File: config.mk
export PLATFORM = sky130hd
export DESIGN_NAME = sleepwake_rate_ctrl
export DESIGN_NICKNAME = d
export VERILOG_FILES = /design/src/rtl/swr_pkg.sv /design/src/rtl/swr_ctrl.sv /design/src/rtl/swr_divider.sv /design/src/rtl/sleepwake_rate_ctrl.sv
export SDC_FILE = /design/constraint.sdc
export NUM_CORES = 1
export LEC_CHECK = 0
export BUFFER_PORTS_ARGS = -buffer_cell sky130_fd_sc_hd__buf_4
export CAP_MARGIN = 40
export CORE_ASPECT_RATIO = 0.5
export CORE_MARGIN = 2
export CORE_UTILIZATION = 25
export CTS_CLUSTER_SIZE = 25
export DETAILED_ROUTE_END_ITERATION = 12
export PLACE_DENSITY_LB_ADDON = 0.3
export SETUP_SLACK_MARGIN = 0.02
export SYNTH_ARGS = -nofsm -noshare
export SYNTH_HDL_FRONTEND = slang
export SYNTH_SLANG_ARGS = --single-unit
File: constraint.sdc
create_clock -name clk -period 4.4 [get_ports clk]
set_clock_uncertainty 0.2 [all_clocks]
set_input_delay 0.22 -clock clk [delete_from_list [all_inputs] [get_ports clk]]
set_output_delay 0.22 -clock clk [all_outputs]
set_load 0.005 [all_outputs]
File: src/rtl/swr_pkg.sv
package swr_pkg;
  localparam int CNT_W = 10;

  localparam int DIV_F50   = 8;
  localparam int DIV_F100  = 4;
  localparam int DIV_F400  = 1;
  localparam int DIV_LP0P5 = 800;
  localparam int DIV_LP1   = 400;
  localparam int DIV_LP2   = 200;
  localparam int DIV_LP5   = 80;
  localparam int DIV_LP10  = 40;

  localparam logic [1:0] ADDR_PM = 2'd0;
  localparam logic [1:0] ADDR_FR = 2'd1;
  localparam logic [1:0] ADDR_WK = 2'd2;

  typedef enum logic [1:0] {
    WK_OFF   = 2'b00,
    WK_WOKEN = 2'b01,
    WK_BAD   = 2'b10,
    WK_ARMED = 2'b11
  } wake_e;

  typedef struct packed {
    logic             on;
    logic             fast;
    logic [CNT_W-1:0] div;
  } rate_sel_t;

  typedef struct packed {
    logic             restart;
    logic             run;
    logic             fast;
    logic [CNT_W-1:0] lastCnt;
  } div_ctl_t;
endpackage

File: src/rtl/swr_ctrl.sv
module swr_ctrl
  import swr_pkg::*;
(
  input  logic       clk,
  input  logic       rstN,
  input  logic       wrEn,
  input  logic [1:0] wrAddr,
  input  logic [2:0] wrData,
  input  logic       eventIn,
  output div_ctl_t   divCtl,
  output logic [1:0] wakeCtl,
  output logic [2:0] powerMode
);
  logic [2:0] pmReg;
  logic [1:0] frReg;
  wake_e      wkReg;
  logic       hostWake;
  rate_sel_t  curSel;
  rate_sel_t  prevSel;

  function automatic logic isLowPower(input logic [2:0] pm);
    return (pm >= 3'd2) && (pm <= 3'd6);
  endfunction

  function automatic logic [CNT_W-1:0] lowPowerDiv(input logic [2:0] pm);
    case (pm)
      3'd2:    return CNT_W'(DIV_LP0P5);
      3'd3:    return CNT_W'(DIV_LP1);
      3'd4:    return CNT_W'(DIV_LP2);
      3'd5:    return CNT_W'(DIV_LP5);
      3'd6:    return CNT_W'(DIV_LP10);
      default: return CNT_W'(DIV_LP0P5);
    endcase
  endfunction

  function automatic logic [CNT_W-1:0] fastDiv(input logic [1:0] fr);
    case (fr)
      2'd1:    return CNT_W'(DIV_F100);
      2'd2:    return CNT_W'(DIV_F400);
      default: return CNT_W'(DIV_F50);
    endcase
  endfunction

  assign hostWake = wrEn && (wrAddr == ADDR_WK);

  always_ff @(posedge clk) begin
    if (!rstN) begin
      pmReg <= 3'd0;
      frReg <= 2'd0;
      wkReg <= WK_OFF;
    end else begin
      if (wrEn && (wrAddr == ADDR_PM)) pmReg <= wrData;
      if (wrEn && (wrAddr == ADDR_FR)) frReg <= wrData[1:0];
      if (hostWake) begin
        wkReg <= (wrData[1:0] == WK_BAD) ? WK_OFF : wake_e'(wrData[1:0]);
      end else if (eventIn && (wkReg == WK_ARMED)) begin
        wkReg <= WK_WOKEN;
      end
    end
  end

  always_comb begin
    curSel = '0;
    case (wkReg)
      WK_WOKEN: begin
        curSel.on   = 1'b1;
        curSel.fast = 1'b1;
        curSel.div  = fastDiv(frReg);
      end
      WK_ARMED: begin
        curSel.on  = 1'b1;
        curSel.div = lowPowerDiv(pmReg);
      end
      default: begin
        if (pmReg == 3'd1) begin
          curSel.on   = 1'b1;
          curSel.fast = 1'b1;
          curSel.div  = fastDiv(frReg);
        end else if (isLowPower(pmReg)) begin
          curSel.on  = 1'b1;
          curSel.div = lowPowerDiv(pmReg);
        end
      end
    endcase
  end

  always_ff @(posedge clk) begin
    if (!rstN) prevSel <= '0;
    else       prevSel <= curSel;
  end

  always_comb begin
    divCtl.restart = (curSel != prevSel);
    divCtl.run     = curSel.on;
    divCtl.fast    = curSel.fast;
    divCtl.lastCnt = curSel.div - CNT_W'(1);
  end

  assign wakeCtl   = wkReg;
  assign powerMode = pmReg;
endmodule

File: src/rtl/swr_divider.sv
module swr_divider
  import swr_pkg::*;
(
  input  logic     clk,
  input  logic     rstN,
  input  logic     baseTick,
  input  div_ctl_t divCtl,
  output logic     sampleStrobe,
  output logic     sampleFast
);
  logic [CNT_W-1:0] tickCnt;

  always_ff @(posedge clk) begin
    if (!rstN) begin
      tickCnt      <= '0;
      sampleStrobe <= 1'b0;
      sampleFast   <= 1'b0;
    end else begin
      sampleStrobe <= 1'b0;
      sampleFast   <= 1'b0;
      if (divCtl.restart || !divCtl.run) begin
        tickCnt <= '0;
      end else if (baseTick) begin
        if (tickCnt >= divCtl.lastCnt) begin
          tickCnt      <= '0;
          sampleStrobe <= 1'b1;
          sampleFast   <= divCtl.fast;
        end else begin
          tickCnt <= tickCnt + CNT_W'(1);
        end
      end
    end
  end
endmodule

File: src/rtl/sleepwake_rate_ctrl.sv
module sleepwake_rate_ctrl
  import swr_pkg::*;
(
  input  logic       clk,
  input  logic       rstN,
  input  logic       baseTick,
  input  logic       wrEn,
  input  logic [1:0] wrAddr,
  input  logic [2:0] wrData,
  input  logic       eventIn,
  output logic       sampleStrobe,
  output logic       sampleFast,
  output logic [1:0] wakeCtl
);
  div_ctl_t   divCtl;
  logic [2:0] cfgPowerMode;

  swr_ctrl u_ctrl (
    .clk       (clk),
    .rstN      (rstN),
    .wrEn      (wrEn),
    .wrAddr    (wrAddr),
    .wrData    (wrData),
    .eventIn   (eventIn),
    .divCtl    (divCtl),
    .wakeCtl   (wakeCtl),
    .powerMode (cfgPowerMode)
  );

  swr_divider u_div (
    .clk          (clk),
    .rstN         (rstN),
    .baseTick     (baseTick),
    .divCtl       (divCtl),
    .sampleStrobe (sampleStrobe),
    .sampleFast   (sampleFast)
  );
endmodule

==> out/qor.log, run 1 <==
[cts] Worst-Skew Late Latency 0.28 ns
[logic_synthesis] average footprint of a synthesized cell 8.72 um^2
[routing] DRC errors left 0
[cts] clock slew at reported path FFs 0.05 ns
[timing] maximum clock frequency 262 MHz
[cts] CTS tree built
[floorplanning] row count 22
[layout] number of filler cells placed in the layout 819
[logic_synthesis] net count of the mapped netlist 253
[place] Placed Area 2190 um^2
[setup_path] terminus of the critical flop-to-flop path u_div.sampleFast
[hold_path] class of the tightest hold or removal check input port to register
[place] final estimated routing congestion in global placement 0.810
[global_routing] wire length of the first global-routing pass 7960 um
[cts] TritonCTS sink count 30
[layout] Seq. cell area 601 um^2
[layout] multi-input gate area in the final layout 1270 um^2
[setup_path] type of the setup path with the least slack register to register
[floorplanning] Die Y 67.2 um
[timing] unrepaired setup endpoints after global routing false
[timing] Least-Margin Pin Slew 0.724 ns
[timing] Setup TNS 0 ns
[timing] share of the clock period used by the worst path 0.866
[logic_synthesis] EDFF count, synth 0
[logic_synthesis] Cell Area, Synth 2000 um^2
[setup_path] critical register-to-register path startpoint u_ctrl.powerMode[1]
[timing] worst slew margin relative to its limit 0.516
[logic_synthesis] library cells used by synthesis 56
[pwr] Switching Share 0.235
[logic_synthesis] proportion of synthesized chip area in sequential cells 0.301
[routing] average wire length per cell after detail routing 12.9 um
[setup_path] category of the worst setup path capture point register
[place] post-detail-place hpwl 3400 um
[place] count of buffers from port buffering 13
[logic_synthesis] synth top area cells sky130_fd_sc_hd__dfxtp_1, sky130_fd_sc_hd__ha_1, sky130_fd_sc_hd__nor2_1
[floorplanning] effective utilization at floorplan 0.265
[cts] Resized Gates After CTS 0
[routing] starting DRC count in detailed routing 119
[global_routing] Total GRT Usage 0.117
[setup_path] Critical Path Sink u_div.sampleFast
[logic_synthesis] dominant synthesized flop cell sky130_fd_sc_hd__dfxtp_1
[layout] core occupancy in the finished layout 0.315
[pwr] P per Cell Area 294 nW/um^2
[routing] ANT nets after route 0
[logic_synthesis] fraction of registers with async set or reset after synthesis 0
[cts] Max H-tree Level 2
[routing] Initial DRT Pass Iterations 4
[logic_synthesis] portion of synthesized cell area occupied by the leading cell type 0.301
[pwr] Reg power frac 0.406
[global_routing] sum of overflow across all layers after global routing 0
[global_routing] number of antenna violations at the first check in global routing 0
[global_routing] vias in the first global route 1626
[setup_path] CP Data Required Time 4.34 ns
[layout] Ant. Diodes 0
[floorplanning] number of primary I/O pins 14
[pwr] static power due to leakage 0.980 nW
[pwr] total net switching power 0.164 mW
[timing] final count of pins violating max slew 0
[logic_synthesis] count of warnings emitted by yosys 0
[cts] Clock Root Buffer sky130_fd_sc_hd__clkbuf_16
[cts] number of buffers created by CTS 5
[setup_path] largest fanout on the critical path 13
[cts] number of buffers between clock root and the deepest sink 2
[logic_synthesis] cell type with the largest total area after synthesis sky130_fd_sc_hd__dfxtp_1
[timing] # setup viols final 0
[routing] vias after detailed routing 1678
[setup_path] Worst setup SP type register
[place] total placed cells including tap cells 342
[logic_synthesis] flip-flop and latch count after synthesis 30
[floorplanning] core box area 7540 um^2
[pwr] combinational share of power 0.105
[routing] ratio of routed vias to standard cells 4.74
[layout] final standard cell area without fillers 2380 um^2
[timing] clock period minus final worst setup slack 3.81 ns
[layout] area growth from synthesis to layout 19.0%
[global_routing] largest net degree at the start of global routing 16
[pwr] maximum VDD drop 0.141 mV
[setup_path] worst-case register-to-register setup slack 0.59 ns
[floorplanning] die extent in x 130 um
[status] run status complete, no violations
[timing] number of hold violations in the final report 0
[setup_path] Crit path arrival time 3.75 ns
[layout] final non-filler cell total 354
[floorplanning] die area 8760 um^2
[routing] total wirelength of the detailed-routed design 4560 um
[setup_path] Worst setup startpoint u_ctrl.powerMode[1]
[setup_path] cells on worst reg2reg path 14
[pwr] internal power component 0.535 mW
[layout] share of final-layout standard cells stronger than drive strength 1 0.187
[logic_synthesis] cell count after synthesis 229
[job] Max-cap violations 0
[pwr] clock network fraction of total power 0.490
[layout] Nets 269
worst max-delay path, cell delays in order (launching register included):
cell and delay, ns:
sky130_fd_sc_hd__dfxtp_1 0.63, sky130_fd_sc_hd__xor2_1 0.15, sky130_fd_sc_hd__and3_1 0.22, sky130_fd_sc_hd__nor4b_2 0.41
sky130_fd_sc_hd__inv_1 0.19, sky130_fd_sc_hd__o211a_1 0.16, sky130_fd_sc_hd__nor3_1 0.23, sky130_fd_sc_hd__ha_1 0.29
sky130_fd_sc_hd__a211o_1 0.26, sky130_fd_sc_hd__a21oi_1 0.11, sky130_fd_sc_hd__o21ai_0 0.10, sky130_fd_sc_hd__o2111ai_1 0.11
sky130_fd_sc_hd__a21oi_1 0.21, sky130_fd_sc_hd__buf_4 0.26, sky130_fd_sc_hd__nor3b_2 0.15
per-layer routing:
| layer | vias to the layer above | GRT usage | share of wire |
|---|---|---|---|
| met2 | 26 | 0.183 | 0.43 |
| li1 | 856 | - | - |
| met1 | 789 | 0.163 | 0.53 |
| met4 | 0 | 0.0439 | 0.016 |
| met3 | 7 | 0.0222 | 0.028 |
| met5 | - | 0 | 0 |
power groups by stage:
stage                     logic, mW  clock network [mW]  registers [mW]
after floorplan              0.0534                   0           0.285
after global placement       0.0702                   0           0.289
after detailed placement     0.0706                   0           0.289
after CTS                    0.0738               0.351           0.283
after global routing         0.0832               0.367           0.284
final                        0.0732               0.342           0.284
metrics by stage:
| stage | power [mW] | setup slack [ns] | hold slack, ns |
|---|---|---|---|
| floorplan | 0.338 | 1.13 | 0.142 |
| global placement | 0.359 | 0.369 | 0.260 |
| detailed placement | 0.359 | 0.623 | 0.266 |
| CTS | 0.708 | 0.610 | 0.0822 |
| global route | 0.734 | 0.120 | 0.109 |
| finish | 0.699 | 0.590 | 0.0830 |
kinds of logic (layout without fill, tap and decap cells):
family / count (synthesis) / after routing / synth area share
AO/OA/AOI/OAI: 43 / 43 / 0.146
XOR/XNOR: 15 / 15 / 0.0658
adder cells (fa/ha/maj): 14 / 14 / 0.0877
buffers and inverters: 25 / 42 / 0.0633
flip-flops: 30 / 30 / 0.301
multiplexers: 6 / 6 / 0.0301
AND/OR/NAND/NOR: 96 / 96 / 0.306
how the worst min path moves through the flow:
| stage | from | cells past startpoint | slack [ns] | endpoint |
|---|---|---|---|---|
| after floorplan | rstN | 1 | 0.14 | u_ctrl.prevSel[7] |
| after global placement | wrData[2] | 3 | 0.26 | u_ctrl.powerMode[2] |
| after detailed placement | wrData[2] | 3 | 0.27 | u_ctrl.powerMode[2] |
| after CTS | eventIn | 4 | 0.08 | u_ctrl.wakeCtl[1] |
| after global routing | baseTick | 3 | 0.11 | u_div.tickCnt[0] |
| final | eventIn | 4 | 0.08 | u_ctrl.wakeCtl[1] |
cell usage after synthesis, types with 5 or more instances:
| master | number |
|---|---|
| sky130_fd_sc_hd__nand3_1 | 8 |
| sky130_fd_sc_hd__mux2i_1 | 6 |
| sky130_fd_sc_hd__xnor2_1 | 7 |
| sky130_fd_sc_hd__o21ai_0 | 7 |
| sky130_fd_sc_hd__nor2_1 | 25 |
| sky130_fd_sc_hd__buf_2 | 5 |
| sky130_fd_sc_hd__a21oi_1 | 12 |
| sky130_fd_sc_hd__dfxtp_1 | 30 |
| sky130_fd_sc_hd__nand4_1 | 6 |
| sky130_fd_sc_hd__nor3_2 | 9 |
| sky130_fd_sc_hd__xor2_1 | 8 |
| sky130_fd_sc_hd__inv_1 | 11 |
| sky130_fd_sc_hd__ha_1 | 14 |
| sky130_fd_sc_hd__nand2_1 | 9 |
flip-flops by register name, summed over array words and instances (netlist names):
signal              count
u_ctrl.powerMode        3
u_div.sampleFast        1
u_ctrl.wakeCtl          2
u_div.tickCnt          10
u_ctrl.frReg            2
u_ctrl.prevSel         11
u_div.sampleStrobe      1
timing repair:
item / CTS / global route
setup buffers: 0 / 0
endpoints found under the hold margin: 4 / 0
hold buffers: 4 / 0
area by class of cell:
| cell class | instances | share of cell area |
|---|---|---|
| inverters | 11 | 0.0174 |
| well taps | 108 | 0.0568 |
| clock buffers | 7 | 0.0600 |
| flip-flops and latches | 30 | 0.253 |
| repair buffers | 23 | 0.0768 |
| clock inverters | 1 | 0.00211 |
| multi-input cells | 174 | 0.534 |
cell usage in the layout, fill, tap and decap left out, drive strengths merged, types with 4 or more instances in the layout:
cell type,synthesis,routed
o21ai,7,7
inv,11,11
dfxtp,30,30
nor2,26,26
xor2,8,8
a21oi,12,12
buf,10,19
xnor2,7,7
clkbuf,4,7
nand4,6,6
dlygate4sd3,0,4
and3,4,4
nand3b,4,4
nand2b,5,5
nor3,13,13
a31oi,4,4
nand3,8,8
mux2i,6,6
ha,14,14
nand2,9,9
No activity file was read; power rests on OpenSTA's default activity.
==> run 2, diff against run 1 <==
--- a/config.mk
+++ b/config.mk
@@ -9,10 +9,11 @@
 export CAP_MARGIN = 40
 export CORE_ASPECT_RATIO = 0.5
 export CORE_MARGIN = 2
-export CORE_UTILIZATION = 25
+export CORE_UTILIZATION = 53
 export CTS_CLUSTER_SIZE = 25
 export DETAILED_ROUTE_END_ITERATION = 12
 export PLACE_DENSITY_LB_ADDON = 0.3
+export REMOVE_ABC_BUFFERS = 1
 export SETUP_SLACK_MARGIN = 0.02
 export SYNTH_ARGS = -nofsm -noshare
 export SYNTH_HDL_FRONTEND = slang
==> out/qor.log, run 2 (same netlist as run 1, synthesis figures left out) <==
[timing] Hold Worst Slack 0.00976 ns [-0.0732 ns]
[timing] unrepaired setup endpoints after global routing false
[place] count of buffers from port buffering 13 [unchanged]
[timing] worst slew margin relative to its limit 0.490 [-0.0257]
[setup_path] Buf/Inv on CP 2 [unchanged]
[floorplanning] number of primary I/O pins 14 [unchanged]
[layout] commonest cells after routing, fill and taps aside sky130_fd_sc_hd__dfxtp_1, sky130_fd_sc_hd__nor2_1, sky130_fd_sc_hd__buf_4
[floorplanning] row count 15 [-32%]
[routing] vias after detailed routing 1690 [+0.72%]
[global_routing] vias in the first global route 1589 [-2.3%]
[cts] buffers inserted during post-CTS setup optimization 0 [unchanged]
[layout] area growth from synthesis to layout 12.2%
[setup_path] largest fanout on the critical path 13 [unchanged]
[layout] Ant. Diodes 0 [unchanged]
[floorplanning] die area 4300 um^2 [-51%]
[setup_path] worst-case register-to-register setup slack 0.44 ns [-0.15 ns]
[layout] register ranked first by flip-flop count u_ctrl.prevSel
[pwr] total net switching power 0.152 mW [-7.7%]
[routing] total wirelength of the detailed-routed design 4350 um [-4.6%]
[setup_path] cells on worst reg2reg path 14 [unchanged]
[pwr] maximum VDD drop 0.185 mV [+32%]
[setup_path] most frequent cell on the critical path sky130_fd_sc_hd__a21oi_1
[routing] ANT nets after route 0 [unchanged]
[layout] most common library cell in the layout ignoring fill and taps sky130_fd_sc_hd__dfxtp_1
[setup_path] worst-path cell chain xor2_1, and3_1, nor4b_2, inv_1, o22ai_1, nor3_1, ha_1, a211o_1, a21oi_1, o21ai_0, o2111ai_1, a21oi_1, buf_4, nor3b_2
[timing] maximum clock frequency 252 MHz [-3.8%]
[routing] ratio of routed vias to standard cells 5.71 [+20%]
[timing] # setup viols final 0 [unchanged]
[cts] Max H-tree Level 2 [unchanged]
[timing] share of the clock period used by the worst path 0.900 [+0.0344]
[global_routing] sum of overflow across all layers after global routing 0 [unchanged]
[floorplanning] die extent in x 90.8 um [-30%]
[floorplanning] Die Y 47.4 um [-29%]
[timing] Least-Margin Pin Slew 0.763 ns [+0.0384 ns]
[setup_path] Crit path arrival time 3.96 ns [+0.21 ns]
[cts] Clock Root Buffer sky130_fd_sc_hd__clkbuf_8
[setup_path] cell class contributing the biggest share of worst-path delay compound AO/OA/AOI/OAI gates
[pwr] combinational share of power 0.125 [+0.020]
[status] run status complete, no violations
[timing] clock period minus final worst setup slack 3.96 ns [+0.151 ns]
[routing] starting DRC count in detailed routing 94 [-21%]
[job] Max-cap violations 0 [unchanged]
[layout] share of final-layout standard cells stronger than drive strength 1 0.188 [+0.000763]
[floorplanning] effective utilization at floorplan 0.566 [+0.301]
[cts] CTS tree built
[hold_path] hold path cells 3 [-1]
[global_routing] number of antenna violations at the first check in global routing 0 [unchanged]
[cts] number of buffers created by CTS 5 [unchanged]
[cts] Worst-Skew Late Latency 0.29 ns [about the same]
[layout] number of flip-flops under the largest register name 11 [unchanged]
[routing] average wire length per cell after detail routing 14.7 um [+14%]
[setup_path] CP Data Required Time 4.40 ns [+0.06 ns]
[pwr] internal power component 0.436 mW [-18%]
[timing] final count of pins violating max slew 0 [unchanged]
[routing] DRC errors left 0 [unchanged]
[setup_path] Worst setup SP type register
[hold_path] class of the tightest hold or removal check input port to register
[layout] multi-input gate area in the final layout 1270 um^2 [unchanged]
[setup_path] peak per-stage delay on the critical path 0.63 ns [about the same]
[pwr] Switching Share 0.258 [+0.0229]
[cts] hold bufs inserted after CTS 3 [-1]
[pwr] Reg power frac 0.481 [+0.075]
[pwr] clock network fraction of total power 0.394 [-0.096]
[setup_path] crit path max-delay cell type sky130_fd_sc_hd__dfxtp_1
[floorplanning] core box area 3530 um^2 [-53%]
[routing] Initial DRT Pass Iterations 4 [unchanged]
[global_routing] Total GRT Usage 0.221 [+0.103]
[place] final estimated routing congestion in global placement 0.883 [+9.0%]
[place] post-detail-place hpwl 3250 um [-4.5%]
[timing] number of hold violations in the final report 0 [unchanged]
[global_routing] largest net degree at the start of global routing 18 [+2]
[cts] TritonCTS sink count 30 [unchanged]
[cts] number of buffers between clock root and the deepest sink 2 [unchanged]
[setup_path] category of the worst setup path capture point register
[setup_path] type of the setup path with the least slack register to register
[cts] clock slew at reported path FFs 0.06 ns [about the same]
[layout] Seq. cell area 601 um^2 [unchanged]
[pwr] P per Cell Area 263 nW/um^2 [-11%]
[cts] Resized Gates After CTS 0 [unchanged]
[layout] Nets 268 [-0.37%]
[timing] Setup TNS 0 ns [unchanged]
[pwr] static power due to leakage 0.950 nW [-3.0%]
[setup_path] critical path depth in cells 14 [unchanged]
[layout] number of filler cells placed in the layout 313 [-62%]
[global_routing] wire length of the first global-routing pass 7220 um [-9.3%]
[run 2: cell count changes in the layout (fill, tap and decap cells not counted)]
cell                            previous run  this run
sky130_fd_sc_hd__clkbuf_8                  1         6
sky130_fd_sc_hd__dlygate4sd3_1             4         3
sky130_fd_sc_hd__clkbuf_16                 5         0
[run 2: final cells by class]
class,count,share of cell area
inverter,11,0.0184
tap,51,0.0285
clock buffer,7,0.0385
clock inverter,1,0.00223
sequential,30,0.268
timing repair buffer,22,0.0771
multi-input combinational,174,0.567
[run 2: per-stage QoR]
stage	utilization	total power, mW	area, um^2	std cells	setup WS (ns)
finish	0.635	0.588	2240	296	0.438
global route	0.635	0.614	2240	296	0.152
CTS	0.635	0.592	2240	296	0.497
detailed placement	0.600	0.359	2120	285	0.549
global placement	0.598	0.356	2110	284	0.422
floorplan	-	0.333	1910	215	0.600
[run 2: final timing paths]
| kind | startpoint | end |
|---|---|---|
| setup / recovery | u_ctrl.powerMode[1] | u_div.sampleFast |
| hold reg to reg | u_ctrl.frReg[1] | u_ctrl.frReg[1] |
| setup reg to reg | u_ctrl.powerMode[1] | u_div.sampleFast |
| hold / removal | wrData[0] | u_ctrl.frReg[0] |
[run 2: power groups by stage]
stage | logic [mW] | registers (mW) | clock network [mW]
finish | 0.0737 | 0.283 | 0.232
global route | 0.0823 | 0.283 | 0.249
CTS | 0.0734 | 0.282 | 0.237
detailed placement | 0.0706 | 0.288 | 0
global placement | 0.0681 | 0.288 | 0
floorplan | 0.0443 | 0.289 | 0
[run 2: worst min-delay path, delay by kind of cell]
kind / cells / cell delay [ns]
simple gates: 1 / 0.07
buf+inv: 1 / 0.11
mux: 1 / 0.06
[run 2: per-layer routing]
| metal | part of all wire | vias up | track usage |
|---|---|---|---|
| met2 | 0.44 | 39 | 0.366 |
| met5 | 0 | - | 0 |
| li1 | - | 847 | - |
| met4 | 0.012 | 0 | 0.103 |
| met1 | 0.50 | 799 | 0.279 |
| met3 | 0.047 | 5 | 0.0642 |
